==> src/rtl/cevt_pkg.sv <==
package cevt_pkg;
  localparam int unsigned ADDR_W = 3;
  localparam int unsigned BUS_W  = 32;
  localparam int unsigned N_SRC  = 7;

  // status register field positions
  localparam int unsigned ST_INJ_EOC = 0;
  localparam int unsigned ST_REG_EOC = 1;
  localparam int unsigned ST_INJ_OVR = 2;
  localparam int unsigned ST_REG_OVR = 3;
  localparam int unsigned ST_WD_SUM  = 4;
  localparam int unsigned ST_SC_LSB  = 8;
  localparam int unsigned ST_CK_LSB  = 16;
  // watchdog status field positions
  localparam int unsigned WD_HI_LSB  = 0;
  localparam int unsigned WD_LO_LSB  = 8;

  typedef enum logic [ADDR_W-1:0] {
    A_STATUS = 3'd0,
    A_ENABLE = 3'd1,
    A_CLEAR  = 3'd2,
    A_WDSTAT = 3'd3,
    A_WDCLR  = 3'd4,
    A_INJRES = 3'd5,
    A_REGRES = 3'd6
  } addr_e;

  // interrupt sources, bit order equals the enable register layout
  typedef struct packed {
    logic ck;
    logic sc;
    logic wd;
    logic reg_ovr;
    logic inj_ovr;
    logic reg_eoc;
    logic inj_eoc;
  } src_t;
endpackage

==> src/rtl/cevt_grp_flags.sv <==
module cevt_grp_flags #(
  parameter int unsigned RES_W = 24
) (
  input  logic             clk,
  input  logic             rst_n,
  input  logic             done,
  input  logic [RES_W-1:0] data,
  input  logic             rd_clr,
  input  logic             ovr_clr,
  output logic             eoc,
  output logic             ovr,
  output logic [RES_W-1:0] result
);
  logic             eoc_q, eoc_d;
  logic             ovr_q, ovr_d;
  logic             ovr_set;
  logic [RES_W-1:0] res_q;

  always_comb begin
    ovr_set = done & eoc_q & ~rd_clr;
    eoc_d   = done | (eoc_q & ~rd_clr);
    ovr_d   = ovr_set | (ovr_q & ~ovr_clr);
  end

  always_ff @(posedge clk or negedge rst_n) begin
    if (!rst_n) begin
      eoc_q <= 1'b0;
      ovr_q <= 1'b0;
    end else begin
      eoc_q <= eoc_d;
      ovr_q <= ovr_d;
    end
  end

  always_ff @(posedge clk or negedge rst_n) begin
    if (!rst_n) begin
      res_q <= '0;
    end else if (done) begin
      res_q <= data;
    end
  end

  assign eoc    = eoc_q;
  assign ovr    = ovr_q;
  assign result = res_q;

  assert_ovr_on_unread_R3: assert property (@(posedge clk) disable iff (!rst_n)
    (done && eoc && !rd_clr) |=> ovr);
  assert_ovr_sticky_R4: assert property (@(posedge clk) disable iff (!rst_n)
    (ovr && !ovr_clr) |=> ovr);
  assert_eoc_read_clear_R2: assert property (@(posedge clk) disable iff (!rst_n)
    (rd_clr && !done) |=> !eoc);
  assert_eoc_kept_R5: assert property (@(posedge clk) disable iff (!rst_n)
    (done && rd_clr) |=> eoc);
  assert_no_ovr_on_read_R5: assert property (@(posedge clk) disable iff (!rst_n)
    (done && rd_clr && !ovr) |=> !ovr);
endmodule

==> src/rtl/cevt_chan_flags.sv <==
module cevt_chan_flags #(
  parameter int unsigned N = 4
) (
  input  logic         clk,
  input  logic         rst_n,
  input  logic [N-1:0] evt,
  input  logic [N-1:0] det_en,
  input  logic [N-1:0] clr,
  output logic [N-1:0] flags
);
  logic [N-1:0] evt_g;
  logic [N-1:0] flg_q, flg_d;

  assign evt_g = evt & det_en;

  for (genvar i = 0; i < N; i++) begin : g_ch
    always_comb begin
      flg_d[i] = evt_g[i] | (flg_q[i] & ~clr[i]);
    end

    always_ff @(posedge clk or negedge rst_n) begin
      if (!rst_n) begin
        flg_q[i] <= 1'b0;
      end else begin
        flg_q[i] <= flg_d[i];
      end
    end

    assert_set_beats_clear_R10: assert property (@(posedge clk) disable iff (!rst_n)
      evt_g[i] |=> flg_q[i]);
    // gating of disabled channels, serves R8 and R9
    assert_no_stray_set_R8: assert property (@(posedge clk) disable iff (!rst_n)
      (!(evt[i] && det_en[i]) && !flg_q[i]) |=> !flg_q[i]);
  end

  assign flags = flg_q;
endmodule

==> src/rtl/cevt_irq_out.sv <==
module cevt_irq_out #(
  parameter int unsigned NS = 7
) (
  input  logic          clk,
  input  logic          rst_n,
  input  logic [NS-1:0] src,
  input  logic [NS-1:0] en,
  output logic          irq
);
  logic irq_q, irq_d;

  always_comb begin
    irq_d = |(src & en);
  end

  always_ff @(posedge clk or negedge rst_n) begin
    if (!rst_n) begin
      irq_q <= 1'b0;
    end else begin
      irq_q <= irq_d;
    end
  end

  assign irq = irq_q;

  assert_irq_quiet_without_src_R11: assert property (@(posedge clk) disable iff (!rst_n)
    (src == '0) |=> !irq_q);
endmodule

==> src/rtl/cevt_irq_unit.sv <==
module cevt_irq_unit
  import cevt_pkg::*;
#(
  parameter int unsigned NCH   = 4,
  parameter int unsigned RES_W = 24
) (
  input  logic                      clk,
  input  logic                      rst_n,
  input  logic [ADDR_W-1:0]         bus_addr,
  input  logic                      bus_wr,
  input  logic [BUS_W-1:0]          bus_wdata,
  input  logic                      bus_rd,
  output logic [BUS_W-1:0]          bus_rdata,
  input  logic                      inj_done,
  input  logic [RES_W-1:0]          inj_data,
  input  logic                      reg_done,
  input  logic [RES_W-1:0]          reg_data,
  input  logic [NCH-1:0]            wd_hi_evt,
  input  logic [NCH-1:0]            wd_lo_evt,
  input  logic [NCH-1:0]            sc_evt,
  input  logic [NCH-1:0]            sc_det_en,
  input  logic [NCH-1:0]            ck_evt,
  input  logic [NCH-1:0]            ck_det_en,
  output logic                      irq
);
  localparam logic [NCH-1:0] ALL_ON = '1;

  // reset: asserted asynchronously, released after two clock edges
  logic [1:0] rst_pipe;
  logic       rst_s_n;

  always_ff @(posedge clk or negedge rst_n) begin
    if (!rst_n) begin
      rst_pipe <= 2'b00;
    end else begin
      rst_pipe <= {rst_pipe[0], 1'b1};
    end
  end
  assign rst_s_n = rst_pipe[1];

  // address decode
  addr_e a;
  logic  wr_en_reg, wr_clear, wr_wdclr, rd_inj, rd_reg;

  always_comb begin
    a         = addr_e'(bus_addr);
    wr_en_reg = bus_wr && (a == A_ENABLE);
    wr_clear  = bus_wr && (a == A_CLEAR);
    wr_wdclr  = bus_wr && (a == A_WDCLR);
    rd_inj    = bus_rd && (a == A_INJRES);
    rd_reg    = bus_rd && (a == A_REGRES);
  end

  // enable register
  logic [N_SRC-1:0] en_q, en_d;

  always_comb begin
    en_d = en_q;
    if (wr_en_reg) en_d = bus_wdata[N_SRC-1:0];
  end

  always_ff @(posedge clk or negedge rst_s_n) begin
    if (!rst_s_n) begin
      en_q <= '0;
    end else begin
      en_q <= en_d;
    end
  end

  // clear vectors
  logic           clr_inj_ovr, clr_reg_ovr;
  logic [NCH-1:0] clr_sc, clr_ck, clr_hi, clr_lo;

  always_comb begin
    clr_inj_ovr = wr_clear & bus_wdata[ST_INJ_OVR];
    clr_reg_ovr = wr_clear & bus_wdata[ST_REG_OVR];
    clr_sc      = {NCH{wr_clear}} & bus_wdata[ST_SC_LSB +: NCH];
    clr_ck      = {NCH{wr_clear}} & bus_wdata[ST_CK_LSB +: NCH];
    clr_hi      = {NCH{wr_wdclr}} & bus_wdata[WD_HI_LSB +: NCH];
    clr_lo      = {NCH{wr_wdclr}} & bus_wdata[WD_LO_LSB +: NCH];
  end

  // conversion groups
  logic             inj_eoc, inj_ovr, reg_eoc, reg_ovr;
  logic [RES_W-1:0] inj_res, reg_res;

  cevt_grp_flags #(.RES_W(RES_W)) u_inj (
    .clk(clk), .rst_n(rst_s_n), .done(inj_done), .data(inj_data),
    .rd_clr(rd_inj), .ovr_clr(clr_inj_ovr),
    .eoc(inj_eoc), .ovr(inj_ovr), .result(inj_res)
  );

  cevt_grp_flags #(.RES_W(RES_W)) u_reg (
    .clk(clk), .rst_n(rst_s_n), .done(reg_done), .data(reg_data),
    .rd_clr(rd_reg), .ovr_clr(clr_reg_ovr),
    .eoc(reg_eoc), .ovr(reg_ovr), .result(reg_res)
  );

  // per-channel flag banks
  logic [NCH-1:0] hi_f, lo_f, sc_f, ck_f;

  cevt_chan_flags #(.N(NCH)) u_hi (
    .clk(clk), .rst_n(rst_s_n), .evt(wd_hi_evt), .det_en(ALL_ON),
    .clr(clr_hi), .flags(hi_f)
  );
  cevt_chan_flags #(.N(NCH)) u_lo (
    .clk(clk), .rst_n(rst_s_n), .evt(wd_lo_evt), .det_en(ALL_ON),
    .clr(clr_lo), .flags(lo_f)
  );
  cevt_chan_flags #(.N(NCH)) u_sc (
    .clk(clk), .rst_n(rst_s_n), .evt(sc_evt), .det_en(sc_det_en),
    .clr(clr_sc), .flags(sc_f)
  );
  cevt_chan_flags #(.N(NCH)) u_ck (
    .clk(clk), .rst_n(rst_s_n), .evt(ck_evt), .det_en(ck_det_en),
    .clr(clr_ck), .flags(ck_f)
  );

  // source vector and interrupt
  src_t src;
  logic wd_sum;

  always_comb begin
    wd_sum      = (|hi_f) | (|lo_f);
    src.inj_eoc = inj_eoc;
    src.reg_eoc = reg_eoc;
    src.inj_ovr = inj_ovr;
    src.reg_ovr = reg_ovr;
    src.wd      = wd_sum;
    src.sc      = |sc_f;
    src.ck      = |ck_f;
  end

  cevt_irq_out #(.NS(N_SRC)) u_irq (
    .clk(clk), .rst_n(rst_s_n), .src(src), .en(en_q), .irq(irq)
  );

  // read mux
  always_comb begin
    bus_rdata = '0;
    case (a)
      A_STATUS: begin
        bus_rdata[ST_INJ_EOC]          = inj_eoc;
        bus_rdata[ST_REG_EOC]          = reg_eoc;
        bus_rdata[ST_INJ_OVR]          = inj_ovr;
        bus_rdata[ST_REG_OVR]          = reg_ovr;
        bus_rdata[ST_WD_SUM]           = wd_sum;
        bus_rdata[ST_SC_LSB +: NCH]    = sc_f;
        bus_rdata[ST_CK_LSB +: NCH]    = ck_f;
      end
      A_ENABLE: bus_rdata[N_SRC-1:0]   = en_q;
      A_WDSTAT: begin
        bus_rdata[WD_HI_LSB +: NCH]    = hi_f;
        bus_rdata[WD_LO_LSB +: NCH]    = lo_f;
      end
      A_INJRES: bus_rdata[RES_W-1:0]   = inj_res;
      A_REGRES: bus_rdata[RES_W-1:0]   = reg_res;
      default:  bus_rdata              = '0;
    endcase
  end

  assert_irq_off_when_masked_R11: assert property (@(posedge clk) disable iff (!rst_s_n)
    (en_q == '0) |=> !irq);
  assert_summary_tracks_bits_R7: assert property (@(posedge clk) disable iff (!rst_s_n)
    ((hi_f == '0) && (lo_f == '0) && (wd_hi_evt == '0) && (wd_lo_evt == '0)) |=> !src.wd);
endmodule

==> config.mk <==
export PLATFORM = sky130hd
export DESIGN_NAME = cevt_irq_unit
export DESIGN_NICKNAME = d
export VERILOG_FILES = /design/src/rtl/cevt_pkg.sv /design/src/rtl/cevt_grp_flags.sv /design/src/rtl/cevt_chan_flags.sv /design/src/rtl/cevt_irq_out.sv /design/src/rtl/cevt_irq_unit.sv
export SDC_FILE = /design/constraint.sdc
export NUM_CORES = 1
export LEC_CHECK = 0
export BUFFER_PORTS_ARGS = -buffer_cell sky130_fd_sc_hd__buf_2
export CORE_MARGIN = 5
export CORE_UTILIZATION = 48
export CTS_CLUSTER_SIZE = 30
export DETAILED_ROUTE_END_ITERATION = 7
export GPL_ROUTABILITY_DRIVEN = 1
export PLACE_DENSITY = 0.79
export SYNTH_ARGS = -nofsm -noshare
export SYNTH_HDL_FRONTEND = slang
export SYNTH_SLANG_ARGS = --single-unit
==> constraint.sdc <==
create_clock -name clk -period 2.95 [get_ports clk]
set_clock_uncertainty 0.05 [all_clocks]
set_input_delay 0.1475 -clock clk [delete_from_list [all_inputs] [get_ports clk]]
set_output_delay 0.1475 -clock clk [all_outputs]
set_load 0.05 [all_outputs]
# [Yosys cells after proc, flatten, opt, wreduce, memory -nomap -nowiden]
# Cells that the tools add are included.
[totals] in_bits=113 word_cells=124 register_bits=78
[classes] n_reduce_logical=11 muxes=8 n_bitwise=74 eq_ne=6
[op_table] op="bitwise AND 1 bit" n=26
[op_table] op="bitwise AND 4 bit" n=6
[op_table] op="OR 1 bit" n=21
[op_table] op="inverter 1 bit" n=20
[op_table] op="case mux 4 bit (5 select lines)" n=1
[op_table] op="case mux 4 bit (2 select lines)" n=2
[op_table] op="case mux 4 bit (4 select lines)" n=1
[op_table] op="OR reduction 4 bit" n=4
[op_table] op="case mux 4 bit (3 select lines)" n=1
[op_table] op="equality test 3 bit, second input constant" n=3
[op_table] op="bitwise AND 7 bit" n=1
[op_table] op="OR reduction 7 bit" n=1
[op_table] op="equality test 3 x 2 -> 1 bit, second input constant" n=2
[op_table] op="case mux 2 bit (3 select lines)" n=1
[op_table] op="logical AND 1 bit" n=5
[op_table] op="case mux 1 bit (4 select lines)" n=1
[op_table] op="equality test 3 x 1 -> 1 bit, second input constant" n=1
[op_table] op="zero test 3 bit" n=1
[op_table] op="case mux 1 bit (2 select lines)" n=1

# [Logic depth before layout (Yosys ltp)]
# Gate-level depths: netlist (run 1).
[depth] ltp_word=6 ltp_mapped=4 mapped_depth_nobuf=3

# [Cells and area by module]
# Synthesis (run 1) repeated with hierarchy kept, for this count alone.
[hier_totals] cells_unflattened=329 hier_area_um2=3992.6
[by_module_without_submodules] module="cevt_grp_flags" seq_area_each_um2=650.6 instances=2 area_per_inst_um2=1064.8 cells_per_inst=57
[by_module_without_submodules] module="cevt_irq_unit" seq_area_each_um2=225.2 instances=1 area_per_inst_um2=1147.4 cells_per_inst=146
[by_module_without_submodules] module="cevt_chan_flags" seq_area_each_um2=100.1 instances=4 area_per_inst_um2=165.2 cells_per_inst=16
[by_module_without_submodules] module="cevt_irq_out" seq_area_each_um2=25.0 instances=1 area_per_inst_um2=55.1 cells_per_inst=5

# [Worst setup path after synthesis (run 1)]
# OpenSTA, ideal clock, no wires.
[synth_path] path_type="input -> output" startpoint="input port bus_addr[0]" endpoint="output port bus_rdata[16]" path_buffers=1 setup_slack_ps=911 path_stages=4 t_required_ps=2753 t_arrival_ps=1841 path_cell_list="buf_4 > nor2_1 > a22oi_1 > o21ai_0"
[synth_via] elab_chain_cells=2
[synth_rtl] element="start: declaration" line_no="cevt_irq_unit.sv:9" rtl="input logic [ADDR_W-1:0] bus_addr,"
[synth_rtl] element="equality test 3 bit or zero test 3 bit (tied branches)" line_no="cevt_irq_unit.sv:141" rtl="case (a)"
[synth_rtl] element="case mux 4 bit (3 select lines) (*)" line_no="cevt_irq_unit.sv:141"
[synth_rtl] element="end: declaration" line_no="cevt_irq_unit.sv:13" rtl="output logic [BUS_W-1:0] bus_rdata,"
# Every way passes the cells marked *; elsewhere a longest branch is shown, timed or not.

# [Worst setup path after layout (run 1)]
[layout_path] startpoint="input port bus_addr[2]" endpoint="output port bus_rdata[17]"
# The elaborated chain is that of the path after synthesis.

==> flow_summary.toml, run 1 <==
[final_layout]
area_growth_pct = 44.0
multi_input_area_mm2 = 0.00154
seq_area_mm2 = 0.00195
fillers = 502
final_nets = 598
final_cells = 590
layout-drive-gt1-share_pct = 41.8

[logic_synthesis]
synth_cells = 292
yosysMostFrequentCell = "dfrtp_1"
muxShareOfSynthArea_pct = 19.0
seq_area_frac_synth_pct = 53.6
ys_types = 34
synth_commonest_cells = "dfrtp_1, mux2_2, nand2_1"
synth_largest_area_cell = "dfrtp_1"
synth_area_mm2 = 0.00364
async_reset_ff_share_pct = 100
synthXorXnorAreaFrac_pct = 0
yosys.area_share.simple_pct = 8.72
ys_ff_latch = 78
synth.avg_cell_area_um2 = 12.5
yosysTopAreaCellShare_pct = 53.6
synth.yosys.warnings = 0
synth_top_family_by_area = "multiplexers"
synth_compound_area_share_pct = 13.5
ys.flop_type = "dfrtp_1"
netlist_top_cells_area = "dfrtp_1, mux2_2, a22oi_1"
synth_enable_flop_cells = 0
synthAdderAreaFrac_pct = 0

[die]
rows = 31
core_area_mm2 = 0.00733
die_h_um = 97.1
dieArea_mm2 = 0.00943
die_w_um = 97.1
ios = 146
start_util_pct = 49.7

[hold_path]
hold_end = "en_q[1]"
min_path_cells = 2
worstHoldStart = "bus_wdata[1]"
hold_path.class = "in2reg"

[critical_path]
worst-path-stages = 5
crit_chain = "buf_2 -> nor2_1 -> a22oi_1 -> o21ai_0 -> buf_2"
cp_top_family = "buffers and inverters"
cp-end-kind = "primary output"
critPathSlowestCell = "nor2_1"
r2r_cells = 3
r2r_slack_ps = 1470
arrival_ps = 1780
r2r-start = "u_sc.flags[3]"
cp-start-kind = "input port"
path_class = "in2out"
worst_ep_required_time_ps = 2750
worst-path-max-fanout = 33
crit_path_max_incr_delay_ps = 560
crit_buf_inv = 2
worst_r2r_endpoint = "u_irq.irq"
worst_path_most_repeated_cell = "buf_2"

[power_and_ir_drop]
powerDensity_mw_per_mm2 = 509
cellLeakagePower_nw = 2.32
ir_worst_vdd_uv = 389

[global_routing]
grt_usage_pct = 24.1
met3_usage_pct = 6.32
use_met1_pct = 28.0
grt_pass1_wl_mm = 18.0
grt_pass1_vias = 3621
antenna_found_initial = 2
grt_max_degree = 51
globalRouteOverflowTotal = 0
grt_util_met2_pct = 41.1
gr-max-usage-layer = "met2"

[place]
port_buffers = 120
routabilityCongestion = 0.898
place_inst = 496
dp.final_hpwl_mm = 7.01

[clock_network]
cts_tree = "done"
path_clk_slew_ps = 70
post_cts_buffers = 0
cts.sinks = 78
clock_path_buffers = 2
htreeDepth = 3
root_buffer = "clkbuf_8"
clkLatencyLatePin_ps = 340
cts_made_buffers = 9

[detailed_routing]
dr_total_vias = 3191
vias_per_cell = 5.41
wire_per_inst_um = 18.8
antenna_left = 0
drc_errors = 0
drt-total-wl_mm = 11.1
firstDrtPassIters = 4
first_iter_violations = 199

[sta]
hold_viol = 0
max_slew.worst_pin.slew_ps = 661
setup_violations = 0
fmax_mhz = 505
setup_tns_ps = 0
fin_crit_sh_pct = 67.2
slew_headroom_pct = 55.9
rsz0062_at_grt = "false"
period_needed_ps = 1980
drv_slew = 0

[job]
maxCapViolations = 0

[outcome]
outcome = "finished clean"
[how the worst max path moves through the flow]
stage	start	endpoint	slack, ps
after floorplan	rst_pipe[1]	en_q[0]	570
final	bus_addr[2]	bus_rdata[17]	970
after detailed placement	bus_addr[2]	bus_rdata[1]	980
after global placement	bus_addr[2]	bus_rdata[1]	1070
after CTS	bus_addr[2]	bus_rdata[1]	980
after global routing	bus_addr[2]	bus_rdata[17]	860
[repair_timing]
item,in CTS,in global routing
hold buffers,77,0
gates resized for setup,0,0
hold endpoints to repair,70,0
[layout make-up]
type / count / share of cell area (%)
clock inverter: 6 / 1.65
sequential: 78 / 37.2
multi-input combinational: 194 / 29.4
tap: 99 / 2.36
antenna: 1 / 0.0477
timing repair buffer: 199 / 26.7
inverter: 3 / 0.215
clock buffer: 10 / 2.43
[worst reg2reg max path, cell delays in order, from the launching register on]
cell,delay (ps)
dfrtp_1,410
o41ai_1,470
nand3_1,170
a221o_1,280
[sequential cells by signal (all words and copies together) (netlist names)]
| signal | cells |
|---|---|
| en_q | 7 |
| rst_pipe | 2 |
| u_ck.flags | 4 |
| u_hi.flags | 4 |
| u_inj.eoc | 1 |
| u_inj.ovr | 1 |
| u_inj.result | 24 |
| u_irq.irq | 1 |
| u_lo.flags | 4 |
| u_reg.eoc | 1 |
| u_reg.ovr | 1 |
| u_reg.result | 24 |
| u_sc.flags | 4 |
[report_power, final]
part | switching, mW | leakage [nW] | internal (mW) | total [mW]
Combinational | 0.300 | 1.36 | 0.267 | 0.567
Clock | 0.387 | 0.106 | 0.475 | 0.862
Sequential | 0.0755 | 0.859 | 1.17 | 1.24
Total | 0.762 | 2.32 | 1.91 | 2.67
[stage by stage]
| stage | power (mW) | instance area, µm² | hold WS [ps] | util [%] | setup slack [ps] |
|---|---|---|---|---|---|
| floorplan | 1.59 | 3670 | -198 | - | 567 |
| global placement | 1.72 | 4260 | -117 | 58.1 | 1070 |
| detailed placement | 1.74 | 4260 | -115 | 58.1 | 983 |
| CTS | 2.68 | 5250 | 5.46 | 71.5 | 983 |
| global route | 2.79 | 5250 | 21.2 | 71.6 | 859 |
| finish | 2.67 | 5250 | 21.1 | 71.6 | 968 |
[cells in the final DEF, fill, tap and decap left out, types with 2 or more instances in the layout]
| master | instances |
|---|---|
| buf_2 | 120 |
| dfrtp_1 | 77 |
| dlygate4sd3_1 | 77 |
| mux2_2 | 58 |
| nand2_1 | 29 |
| a22oi_1 | 20 |
| nor2b_1 | 11 |
| a221oi_1 | 10 |
| conb_1 | 9 |
| clkbuf_8 | 9 |
| a22o_1 | 8 |
| a21o_1 | 8 |
| o21ai_0 | 7 |
| nor2_1 | 5 |
| a21oi_1 | 4 |
| mux2i_1 | 4 |
| inv_1 | 3 |
| o2bb2ai_1 | 3 |
| and2b_2 | 2 |
| and2_2 | 2 |
| nor4_1 | 2 |
| bufinv_16 | 2 |
| clkinv_2 | 2 |
[kinds of logic after synthesis]
family / after synthesis
AND/OR/NAND/NOR: 58
multiplexers: 62
AO/OA/AOI/OAI: 65
flip-flops: 78
other: 2
buffers and inverters: 27
[metal layers]
layer,vias up,share of wire (%),wire (µm)
met5,-,0.12,13
met4,2,3.5,391
met3,39,7.9,875
met2,177,50,5590
met1,1532,38,4240
li1,1441,-,-
No activity file was read; power rests on OpenSTA's default activity.
==> inputs of run 2 (changes only) <==
==> constraint.sdc (replaced) <==
create_clock -name clk -period 1.9 [get_ports clk]
set_clock_uncertainty 0.05 [all_clocks]
set_input_delay 0.095 -clock clk [delete_from_list [all_inputs] [get_ports clk]]
set_output_delay 0.095 -clock clk [all_outputs]
set_load 0.05 [all_outputs]
==> run 2 against run 1 <==
Effect of this change: largest power group unchanged; via count down 0.47%; clock-buffer cell count increased by 2; total power is 64% higher; critical path type is now reg2out; first-iteration DRC count shrank 15%; critical path depth decreased by 1.
==> flow_summary.toml, run 2 (synthesis gave the netlist of run 1 again) <==
[hold_path]
min_path_cells = 4
hold_path.class = "in2reg"

[sta]
slew_headroom_pct = 57.3
hold_viol = 0
rsz0062_at_grt = "false"
fin_crit_sh_pct = 97.4
setup_tns_ps = 0
setup_violations = 0
drv_slew = 0
timing.hold.ws_ps = 68.8
fmax_mhz = 540
max_slew.worst_pin.slew_ps = 641
period_needed_ps = 1850

[power_and_ir_drop]
sequentialPowerShare_pct = 43.6
clkPwrFrac_pct = 36.0
p_sw_mw = 1.15
swShare_pct = 26.1
powerDensity_mw_per_mm2 = 812
cellLeakagePower_nw = 2.38
power_frac_comb_pct = 20.4
p_int_mw = 3.25
ir_worst_vdd_uv = 468

[global_routing]
grt_max_degree = 52
globalRouteOverflowTotal = 0
grt_pass1_vias = 3584
antenna_found_initial = 0
grt_pass1_wl_mm = 17.9
grt_usage_pct = 23.5

[critical_path]
worst_ep_required_time_ps = 1750
arrival_ps = 1710
r2r_cells = 3
path_class = "reg2out"
worst-path-max-fanout = 3
cp-end-kind = "primary output"
cp-start-kind = "register"

[die]
die_h_um = 97.1
start_util_pct = 49.7
dieArea_mm2 = 0.00943
die_w_um = 97.1
ios = 146
core_area_mm2 = 0.00733
rows = 31

[clock_network]
clkLatencyLatePin_ps = 340
cts_made_buffers = 9
post_cts_resized = 0
root_buffer = "clkbuf_8"
cts.sinks = 78
htreeDepth = 3
path_clk_slew_ps = 70
clock_path_buffers = 2
cts_tree = "done"

[outcome]
outcome = "finished clean"

[final_layout]
final_common_cell = "buf_2"
final_util_pct = 73.9
fillers = 513
area_growth_pct = 48.7
antenna_cells = 0
layout-drive-gt1-share_pct = 40.8
layout_common_cells = "buf_2, dlygate4sd3_1, dfrtp_1"
final_nets = 613

[detailed_routing]
wire_per_inst_um = 18.0
dr_total_vias = 3176
drt-total-wl_mm = 10.9
first_iter_violations = 169
antenna_left = 0
drc_errors = 0
firstDrtPassIters = 4
vias_per_cell = 5.26

[place]
port_buffers = 120
routabilityCongestion = 0.917
dp.final_hpwl_mm = 7.02

[job]
maxCapViolations = 0
-- run 2: cell count changes in the layout (fill, tap and decap cells not counted), sizes merged --
cell         previous run  this run
clkinvlp                1         0
clkbuf                 10        12
buf                   122       125
diode                   1         0
bufinv                  2         4
dlygate4sd3            77        89
clkinv                  3         0
-- run 2: final cells by class --
type	instances	area [µm²]	share of cell area, %
Clock inverter	4	120	2.22
Multi-Input combinational cell	194	1540	28.5
Inverter	3	11.3	0.208
Tap cell	99	124	2.29
Sequential cell	78	1950	36.1
Clock buffer	12	135	2.49
Timing Repair Buffer	214	1530	28.2
-- run 2: worst paths after layout --
| path | startpoint | endpoint | slack, ps |
|---|---|---|---|
| max in group asynchronous | rst_pipe[1] | u_lo.flags[2] | 1010 |
| min | bus_rd | u_reg.eoc | 70 |
| min in group asynchronous | rst_pipe[1] | u_reg.result[7] | 220 |
| max | u_lo.flags[1] | bus_rdata[4] | 50 |
| max reg2reg | u_sc.flags[3] | u_irq.irq | 410 |
| min reg2reg | rst_pipe[1] | u_reg.result[7] | 220 |
-- run 2: through the flow --
step | worst slack [ps] | power, mW | cells | area, µm²
2_1_floorplan | 219 | 2.47 | 299 | 3670
3_3_place_gp | 307 | 2.68 | 499 | 4270
3_5_place_dp | 271 | 2.70 | 499 | 4270
4_1_cts | 23.2 | 4.41 | 604 | 5420
5_1_grt | 10.6 | 4.57 | 604 | 5420
6_report | 49.3 | 4.40 | 604 | 5420
-- run 2: repair_timing --
action,4_1_cts,5_1_grt
buffers inserted,0,0
hold buffers,89,0
hold endpoints to repair,74,0
-- run 2: power groups by stage --
stage          registers, mW  clock network, mW  logic [mW]
6_report                1.92               1.58       0.897
3_3_place_gp            1.94                  0       0.736
4_1_cts                 1.92               1.60       0.891
5_1_grt                 1.94               1.68       0.958
2_1_floorplan           1.94                  0       0.531
3_5_place_dp            1.95                  0       0.752
-- run 2: metal layers --
layer / share of wire [%] / routed length (µm) / GRT usage (%)
met2: 50 / 5410 / 39.9
met3: 7.7 / 841 / 6.17
met4: 2.5 / 268 / 9.72
met5: 0 / 0 / 0
met1: 40 / 4360 / 28.3
-- run 2: critical path: stages (launching register included) --
cell and delay, ps:
dfrtp_1 420, nor4_1 300, nand2_1 170, a31o_2 270
buf_2 210
